--- src/rtl/spi_flash_rd_seq.sv ---
module spi_flash_rd_seq #(
  parameter int ADDR_W = 32,
  parameter int CNT_W  = 8
) (
  input  logic              clk,
  input  logic              rst_n,
  input  logic              cfg_we,
  input  logic [30:0]       cfg_wdata,
  input  logic              req_valid,
  output logic              req_ready,
  input  logic [ADDR_W-1:0] req_addr,
  input  logic [CNT_W-1:0]  req_cnt_m1,
  output logic              rsp_valid,
  output logic [7:0]        rsp_data,
  input  logic              pio_sck,
  input  logic              pio_cs_n,
  input  logic [3:0]        pio_dq_o,
  input  logic [3:0]        pio_dq_oe,
  output logic              sck,
  output logic              cs_n,
  output logic [3:0]        dq_o,
  output logic [3:0]        dq_oe,
  input  logic [3:0]        dq_i
);
  localparam logic [30:0] CFG_RST = 31'h4000_C1C0;

  typedef enum logic [2:0] {S_IDLE, S_CMD, S_ADDR, S_DUM, S_DATA} ph_t;

  function automatic logic [1:0] lsh(input logic [1:0] code);
    return (code == 2'd0) ? 2'd0 : (code == 2'd1) ? 2'd1 : 2'd2;
  endfunction

  ph_t         ph, tgt;
  logic [30:0] cfg;
  logic        sck_r, cs_n_r, rsp_v;
  logic [7:0]  rx, rsp_d, rx_nxt;
  logic [31:0] sh, addr_q, a32, a_src, ld_sh;
  logic [5:0]  cnt, ld_cnt;
  logic [CNT_W-1:0] left;
  logic [1:0]  cw, lc, la, ld;
  logic [2:0]  alen_c;
  logic [3:0]  fl_oe, fl_do;
  logic        busy, fl_en, after_dum;
  ph_t         after_cmd, after_addr, first_ph;

  assign fl_en   = cfg[30];
  assign lc      = lsh(cfg[1:0]);
  assign la      = lsh(cfg[3:2]);
  assign ld      = lsh(cfg[5:4]);
  assign alen_c  = (cfg[9:7] > 3'd4) ? 3'd4 : cfg[9:7];
  assign busy    = (ph != S_IDLE);
  assign a32     = 32'(req_addr);
  assign a_src   = busy ? addr_q : a32;

  assign after_dum  = (cfg[13:10] != 4'd0);
  assign after_addr = after_dum ? S_DUM : S_DATA;
  assign after_cmd  = (alen_c != 3'd0) ? S_ADDR : after_addr;
  assign first_ph   = cfg[6] ? S_CMD : after_cmd;

  always_comb begin
    case (ph)
      S_IDLE:  tgt = first_ph;
      S_CMD:   tgt = after_cmd;
      S_ADDR:  tgt = after_addr;
      default: tgt = S_DATA;
    endcase
    case (tgt)
      S_CMD:  begin ld_sh = {cfg[21:14], 24'd0};            ld_cnt = 6'd8 >> lc; end
      S_ADDR: begin ld_sh = a_src << (6'd8 * (3'd4 - alen_c)); ld_cnt = {alen_c, 3'd0} >> la; end
      S_DUM:  begin ld_sh = {cfg[29:22], 24'd0};            ld_cnt = {2'd0, cfg[13:10]}; end
      default: begin ld_sh = 32'd0;                          ld_cnt = 6'd8 >> ld; end
    endcase
  end

  assign cw = (ph == S_CMD) ? lc : (ph == S_DATA) ? ld : la;

  always_comb begin
    fl_oe = 4'b0000;
    fl_do = 4'b0000;
    if (ph == S_CMD || ph == S_ADDR || ph == S_DUM) begin
      case (cw)
        2'd0:    begin fl_oe = 4'b0001; fl_do = {3'd0, sh[31]};    end
        2'd1:    begin fl_oe = 4'b0011; fl_do = {2'd0, sh[31:30]}; end
        default: begin fl_oe = 4'b1111; fl_do = sh[31:28];         end
      endcase
    end
  end

  always_comb begin
    case (ld)
      2'd0:    rx_nxt = {rx[6:0], dq_i[1]};
      2'd1:    rx_nxt = {rx[5:0], dq_i[1:0]};
      default: rx_nxt = {rx[3:0], dq_i};
    endcase
  end

  assign req_ready = fl_en && !busy && !cfg_we;

  always_ff @(posedge clk or negedge rst_n) begin
    if (!rst_n) begin
      ph <= S_IDLE; cfg <= CFG_RST; sck_r <= 1'b0; cs_n_r <= 1'b1;
      rsp_v <= 1'b0; rsp_d <= 8'd0; rx <= 8'd0; sh <= 32'd0;
      addr_q <= 32'd0; cnt <= 6'd0; left <= '0;
    end else begin
      rsp_v <= 1'b0;
      if (cfg_we && !busy) cfg <= cfg_wdata;
      if (!busy) begin
        if (req_valid && req_ready) begin
          addr_q <= a32;
          left   <= req_cnt_m1;
          cs_n_r <= 1'b0;
          sck_r  <= 1'b0;
          ph     <= tgt;
          sh     <= ld_sh;
          cnt    <= ld_cnt;
        end
      end else if (!sck_r) begin
        sck_r <= 1'b1;
        if (ph == S_DATA) rx <= rx_nxt;
      end else begin
        sck_r <= 1'b0;
        sh    <= sh << (6'd1 << cw);
        cnt   <= cnt - 6'd1;
        if (cnt == 6'd1) begin
          if (ph == S_DATA) begin
            rsp_v <= 1'b1;
            rsp_d <= rx;
            if (left == '0) begin
              ph     <= S_IDLE;
              cs_n_r <= 1'b1;
            end else begin
              left <= left - 1'b1;
              cnt  <= ld_cnt;
            end
          end else begin
            ph  <= tgt;
            sh  <= ld_sh;
            cnt <= ld_cnt;
          end
        end
      end
    end
  end

  assign rsp_valid = rsp_v;
  assign rsp_data  = rsp_d;
  assign sck   = fl_en ? sck_r  : pio_sck;
  assign cs_n  = fl_en ? cs_n_r : pio_cs_n;
  assign dq_o  = fl_en ? fl_do  : pio_dq_o;
  assign dq_oe = fl_en ? fl_oe  : pio_dq_oe;


  cs_on_accept_chk: assert property (@(posedge clk) disable iff (!rst_n)
    (req_valid && req_ready) |=> !cs_n_r);

  cs_release_chk: assert property (@(posedge clk) disable iff (!rst_n)
    $rose(cs_n_r) |-> rsp_v);

  sck_idle_low_chk: assert property (@(posedge clk) disable iff (!rst_n)
    cs_n_r |-> !sck_r);

  data_oe_off_chk: assert property (@(posedge clk) disable iff (!rst_n)
    rsp_v |-> ($past(fl_oe) == 4'b0000));

  cfg_frozen_chk: assert property (@(posedge clk) disable iff (!rst_n)
    (busy && $past(busy)) |-> $stable(cfg));

  oe_shape_chk: assert property (@(posedge clk) disable iff (!rst_n)
    (fl_oe == 4'b0000 || fl_oe == 4'b0001 || fl_oe == 4'b0011 || fl_oe == 4'b1111));
endmodule

--- config.mk ---
export PLATFORM = sky130hd
export DESIGN_NAME = spi_flash_rd_seq
export DESIGN_NICKNAME = d
export VERILOG_FILES = /design/src/rtl/spi_flash_rd_seq.sv
export SDC_FILE = /design/constraint.sdc
export NUM_CORES = 1
export LEC_CHECK = 0
export ABC_AREA = 0
export BUFFER_PORTS_ARGS = -buffer_cell sky130_fd_sc_hd__buf_2
export CORE_MARGIN = 1
export CORE_UTILIZATION = 60
export DETAILED_ROUTE_END_ITERATION = 6
export PLACE_DENSITY = 0.92
export SLEW_MARGIN = 10
export SYNTH_ARGS = -nofsm -noshare
export SYNTH_HDL_FRONTEND = slang
export SYNTH_SLANG_ARGS = --single-unit
--- constraint.sdc ---
create_clock -name clk -period 6.42 [get_ports clk]
set_clock_uncertainty 0.15 [all_clocks]
set_input_delay 0 -clock clk [delete_from_list [all_inputs] [get_ports clk]]
set_output_delay 0 -clock clk [all_outputs]
set_load 0.02 [all_outputs]
==> parameters.txt, run 1 <==
Parameter                              Value

Power
  Logic gate share of total power ... 52.1%
  Proportion of power drawn by the clock network ... 17.9%
  Worst IR drop on VDD ... 0.309 mV
  Internal power of the cells ... 3000 uW
  Overall power consumption ... 5620 uW
  Total power density per cell area ... 581 mW/mm2
  Leakage power of the design ... 0.00448 uW
  Reported net switching power ... 2620 uW
  Sw Ratio ... 46.6%
  Part of the power in registers ... 30.1%

CTS
  CTS root buffer ... sky130_fd_sc_hd__clkbuf_16
  Setup bufs post-CTS ... 0
  Post-CTS Hold Fix Bufs ... 78
  Max Buffers Root-to-Sink ... 2
  Clock transition time at the flip-flop clock pins of the worst setup and hold paths ... 0.06 ns
  CTS-repair resized insts ... 0
  Clock tree from TritonCTS ... yes
  Number of H-tree branching levels ... 4
  Worst skew pair latency ... 0.43 ns
  Total number of clock tree sinks ... 131
  TritonCTS buffer count ... 17

Final layout
  Number of fillers in the final layout ... 728
  Fraction of layout instances using a drive strength above 1 ... 21.8%
  Most frequent cells in the layout ... 186 x sky130_fd_sc_hd__nand2_1, 124 x sky130_fd_sc_hd__dfrtp_1, 107 x sky130_fd_sc_hd__buf_2
  Finished Core Util ... 79.2%
  Leading cell type in the layout, fill and taps excluded ... sky130_fd_sc_hd__nand2_1
  Area of all sequential standard cells ... 0.00329 mm2
  Area growth, synth to finish ... 26.2%
  Area of the multi-input gates ... 0.00407 mm2
  Nets@finish ... 1,098

Global routing
  Largest net degree at the start of global routing ... 82
  Number of antenna violations at the first check in global routing ... 1
  GRT overflow ... 0
  Global-route wire length before repair ... 42,000 um
  GRT Resource Usage Total ... 42.6%
  Vias in the first global route ... 7,884

Worst setup path
  CP Launch Type ... register
  Number of cell instances on the worst register-to-register path ... 11
  Startpoint of the most critical setup path ... cfg[7]
  Worst r2r dst ... sh[9]
  Reg-to-reg critical path startpoint ... cfg[7]
  Critical path data required time ... 6.62 ns
  Worst Setup End Kind ... register
  WS Path Type ... reg2reg
  Crit Path Max Fanout ... 19
  Worst reg2reg setup slack ... 3.04 ns
  Data arrival at the endpoint of the critical path ... 3.58 ns

Floorplanning
  # rows ... 40
  Count of boundary I/O pins ... 109
  DIE HEIGHT ... 115 um
  Die footprint ... 0.0132 mm2
  Standard cell core area ... 0.0122 mm2
  Die outline width ... 115 um
  Starting Density ... 62.7%

Yosys
  Synthesis Warnings ... 0
  Fraction of registers with async set or reset after synthesis ... 100%
  Post-Synthesis Cells ... 843
  Synthesized area per cell ... 9.09 um2
  Flip-flop cell with the highest count after synthesis ... sky130_fd_sc_hd__dfrtp_1
  Number of flops mapped to enable cells by yosys ... 0
  Proportion of synthesized chip area in sequential cells ... 42.9%
  Area of the mapped netlist ... 0.00766 mm2
  Post-synth net total ... 937
  Number of library cell types mapped by synthesis ... 66
  Total of flip-flops plus latches after synthesis ... 131

Routing
  Total length of routed met3 wires ... 3240 um
  M1 WL ... 9480 um
  Highest routed layer ... met4
  Vias per cell ... 6.78
  1st-iter DRT viols ... 1,561
  DRC errors left ... 4
  Sum of routed wire length over all layers ... 26,800 um
  Routed vias ... 8,047
  Router iterations before antenna repair ... 7
  Met2 wirelength from detailed routing ... 12,000 um
  Post-DR wirelength/cell ... 22.6 um
  Count of nets left with antenna violations after detail routing ... 0

Placed design
  Last weighted congestion value of the routability-driven placer ... 0.954
  Count of input and output buffers ... 108
  Worst Setup Slack post-DPL ... 3.19 ns
  HPWL after detailed placement ... 15,400 um

Timing
  Hold violation total from the final report ... 2
  Post-layout worst setup margin ... 3.04 ns
  Clock period minus worst slack ... 3.38 ns
  Maximum achievable frequency ... 295 MHz
  Actual transition at the worst max-transition pin ... 1.03 ns
  Setup violations, final ... 0
  Final Hold Slack ... -0.00449 ns
  Tightest slew margin relative to the limit ... 31.2%
  RSZ-0062 raised after global routing ... false
  Crit share post-route ... 52.7%
  Final TNS setup ... 0 ns
  Max Transition Viols Final ... 0

Run
  Maximum Capacitance Violations ... 0

Status
  Failing checks ... DRC, hold timing
  Run status ... finished with violations

Min path
  Class of the tightest hold or removal check ... in2async
-- state kept, by name, indices dropped and copies added, names as in the netlist --
signal	count
addr_q	32
rsp_data	8
rsp_valid	1
cs_n_r	1
rx	8
cfg	31
cnt	6
ph	3
sh	32
left	8
sck_r	1
-- layout make-up --
type	count	share of cell area, %
Antenna cell	1	0.0259
Clock buffer	19	4.58
Clock inverter	13	1.66
Inverter	23	0.893
Multi-Input combinational cell	634	42.1
Sequential cell	131	34.0
Tap cell	168	2.17
Timing Repair Buffer	197	14.5
-- power groups by stage --
stage	clock network [uW]	logic, uW	registers (uW)
4_1_cts	992	2750	1640
6_report	1000	2930	1690
3_3_place_gp	0	2590	1620
3_5_place_dp	0	2680	1640
5_1_grt	1040	3120	1720
2_1_floorplan	0	2090	1480
-- routing by layer --
layer  up-vias  global-route usage (%)
li1       3374                       -
met2       742                    66.6
met4         0                    29.4
met1      3686                    51.2
met3       245                    12.1
met5         -                       0
-- through the flow --
stage | std cells | area [um2] | hold WS [ns]
floorplan | 843 | 7660 | -0.446
global placement | 1075 | 8280 | -0.0759
detailed placement | 1075 | 8280 | -0.0774
CTS | 1185 | 9660 | 0.0195
global route | 1186 | 9670 | 0.0566
finish | 1186 | 9670 | -0.00449
-- critical path: stages, from the launching register on --
cell	delay [ns]
sky130_fd_sc_hd__dfstp_2	0.53
sky130_fd_sc_hd__nor2b_1	0.13
sky130_fd_sc_hd__buf_4	0.30
sky130_fd_sc_hd__inv_2	0.23
sky130_fd_sc_hd__ha_1	0.25
sky130_fd_sc_hd__ha_1	0.25
sky130_fd_sc_hd__inv_1	0.11
sky130_fd_sc_hd__nand4_1	0.23
sky130_fd_sc_hd__nor3_1	0.70
sky130_fd_sc_hd__nand2_1	0.11
sky130_fd_sc_hd__a22o_1	0.20
sky130_fd_sc_hd__o21ai_1	0.10
-- Yosys cell counts (all sizes together), types with 8 or more instances --
library cell    n  area, um2
mux4           11        248
nand2         186        698
a21oi          56        280
a22oi          14        105
mux2i          46        460
mux2           44        499
a222oi          8       80.1
clkbuf         37        139
buf            18       90.1
dfrtp         124       3100
a211o          10       87.6
nor3           13       65.1
a31oi           8       50.1
nand3          12       60.1
o21ai          57        285
nor2           46        173
nand2b         10       62.6
inv            21       78.8
-- how the worst max path moves through the flow --
stage | end
after floorplan | sh[24]
final | sh[9]
after global routing | sh[28]
after global placement | sh[9]
after CTS | sh[9]
after detailed placement | sh[9]
-- kinds of logic (layout without fill, tap and decap cells) --
group | Yosys count | count (layout) | share of synthesized area (%)
AND/OR/NAND/NOR | 310 | 310 | 17.7
AO/OA/AOI/OAI | 218 | 218 | 18.7
flip-flops | 131 | 131 | 42.9
multiplexers | 101 | 101 | 15.8
buffers and inverters | 78 | 252 | 4.12
adder cells (fa/ha/maj) | 5 | 5 | 0.817
other | 0 | 1 | 0
No activity file was read; power rests on OpenSTA's default activity.
==> run 2: changes to the inputs <==
--- a/config.mk
+++ b/config.mk
@@ -8,9 +8,9 @@
 export ABC_AREA = 0
 export BUFFER_PORTS_ARGS = -buffer_cell sky130_fd_sc_hd__buf_2
 export CORE_MARGIN = 1
-export CORE_UTILIZATION = 60
+export CORE_UTILIZATION = 58
 export DETAILED_ROUTE_END_ITERATION = 6
-export PLACE_DENSITY = 0.92
+export PLACE_DENSITY = 0.9
 export SLEW_MARGIN = 10
 export SYNTH_ARGS = -nofsm -noshare
 export SYNTH_HDL_FRONTEND = slang
==> constraint.sdc (replaced) <==
create_clock -name clk -period 3.3 [get_ports clk]
set_clock_uncertainty 0.15 [all_clocks]
set_input_delay 0 -clock clk [delete_from_list [all_inputs] [get_ports clk]]
set_output_delay 0 -clock clk [all_outputs]
set_load 0.02 [all_outputs]
==> parameters.txt, run 2 (synthesized netlist as in run 1, its figures left out) <==
Parameter                              Value

Placed design
  HPWL after detailed placement ... 15,000 um
  Count of input and output buffers ... 108
  Last weighted congestion value of the routability-driven placer ... 1.00

Timing
  Clock period minus worst slack ... 3.06 ns
  Actual transition at the worst max-transition pin ... 0.863 ns
  Crit share post-route ... 92.8%
  Final TNS setup ... 0 ns
  Hold violation total from the final report ... 0
  Setup violations, final ... 0
  Max Transition Viols Final ... 0
  Maximum achievable frequency ... 326 MHz
  Tightest slew margin relative to the limit ... 41.9%
  RSZ-0062 raised after global routing ... false

Worst setup path
  Data arrival at the endpoint of the critical path ... 2.91 ns
  CP Launch Type ... register
  Cell breakdown of the critical path ... buf_4, or3b_1, mux2_4, mux2_2, a21oi_1, o22ai_1, buf_2
  Crit Path Max Fanout ... 31
  Maximum single-stage delay on the critical path ... 0.53 ns
  Crit path buffers/inverters ... 2
  WS Path Type ... reg2out
  Worst reg2reg setup slack ... 0.30 ns
  Worst Setup End Kind ... output pin
  Slowest stage cell, crit path ... sky130_fd_sc_hd__mux2_2
  Cell type group with the largest total delay on the critical path ... multiplexers
  Critical path data required time ... 3.15 ns

CTS
  Max Buffers Root-to-Sink ... 2
  Worst skew pair latency ... 0.43 ns
  TritonCTS buffer count ... 17
  Setup bufs post-CTS ... 0
  Total number of clock tree sinks ... 131
  CTS root buffer ... sky130_fd_sc_hd__clkbuf_16
  Number of H-tree branching levels ... 4
  Clock tree from TritonCTS ... yes
  Clock transition time at the flip-flop clock pins of the worst setup and hold paths ... 0.05 ns

Routing
  1st-iter DRT viols ... 1,078
  DRC errors left ... 31
  Sum of routed wire length over all layers ... 24,900 um
  Routed vias ... 7,921
  Vias per cell ... 6.57
  Post-DR wirelength/cell ... 20.6 um
  Router iterations before antenna repair ... 7
  Count of nets left with antenna violations after detail routing ... 0

Final layout
  Number of fillers in the final layout ... 781
  Leading cell type in the layout, fill and taps excluded ... sky130_fd_sc_hd__nand2_1
  Fraction of layout instances using a drive strength above 1 ... 22.9%
  Nets@finish ... 1,115
  Area growth, synth to finish ... 28.2%
  Leading registers by flop count ... addr_q x32, sh x32, cfg x31
  Most frequent cells in the layout ... 186 x sky130_fd_sc_hd__nand2_1, 124 x sky130_fd_sc_hd__dfrtp_1, 107 x sky130_fd_sc_hd__buf_2
  Diode insertion count for antenna repair ... 0

Power
  Part of the power in registers ... 29.2%
  Overall power consumption ... 10,900 uW
  Proportion of power drawn by the clock network ... 18.1%
  Worst IR drop on VDD ... 0.536 mV
  Logic gate share of total power ... 52.7%
  Sw Ratio ... 44.9%
  Reported net switching power ... 4910 uW
  Leakage power of the design ... 0.00458 uW
  Internal power of the cells ... 6020 uW
  Total power density per cell area ... 1110 mW/mm2

Floorplanning
  Die outline width ... 117 um
  Count of boundary I/O pins ... 109
  Standard cell core area ... 0.0128 mm2
  DIE HEIGHT ... 117 um
  # rows ... 41
  Starting Density ... 60.0%
  Die footprint ... 0.0137 mm2

Global routing
  Global-route wire length before repair ... 39,100 um
  Largest net degree at the start of global routing ... 63
  GRT overflow ... 0
  GRT Resource Usage Total ... 38.4%
  Vias in the first global route ... 7,648
  Number of antenna violations at the first check in global routing ... 0

Status
  Run status ... finished with violations
  Failing checks ... DRC

Min path
  Class of the tightest hold or removal check ... in2async

Run
  Maximum Capacitance Violations ... 0
==> run 2: final cells by class <==
cell class	instances	area (um2)	share of cell area (%)
Multi-Input combinational cell	634	4070	41.4
Sequential cell	131	3290	33.5
Timing Repair Buffer	214	1550	15.8
Clock buffer	23	488	4.97
Inverter	23	86.3	0.879
Tap cell	172	215	2.19
Clock inverter	9	128	1.30
==> run 2: power by group through the flow <==
stage,clock network (uW),logic [uW],registers [uW]
2_1_floorplan,0,4070,2890
3_3_place_gp,0,5210,3110
3_5_place_dp,0,5370,3140
4_1_cts,1970,5500,3130
5_1_grt,2060,6200,3270
6_report,1970,5760,3190
==> run 2: final timing paths <==
| kind | to | depth (start not counted) | from |
|---|---|---|---|
| max | dq_o[0] | 7 | ph[1] |
| max in group asynchronous | cfg[7] | 3 | rst_n |
| min in group clk | cs_n_r | 5 | cfg_we |
| max reg2reg | sh[24] | 8 | cfg[7] |
| min | rsp_data[6] | 2 | rst_n |
| min reg2reg | rsp_data[2] | 2 | rsp_data[2] |
==> run 2: stage by stage <==
step	instance area, um2	utilization (%)	hold WS [ns]	setup slack (ns)	instances
after floorplan	7660	-	-0.446	0.170	843
after global placement	8420	65.9	-0.0192	0.606	1095
after detailed placement	8420	65.9	-0.0161	0.525	1095
after CTS	9820	76.9	0.0245	0.251	1206
after global routing	9820	76.9	0.0874	0.123	1206
final	9820	76.9	0.0510	0.236	1206
==> run 2: routing by layer <==
metal	wire length, um	track usage [%]	share of wire, %
met1	8940	46.6	36
met2	11500	62.1	46
met3	2920	10.1	12
met4	1540	22.5	6.2
met5	0	0	0
==> run 2: repair_timing <==
| action | in CTS | in global routing |
|---|---|---|
| hold buffers | 79 | 0 |
| gates resized for setup | 0 | 0 |
| setup endpoints to repair | 0 | 0 |
| endpoints found under the hold margin | 141 | 0 |
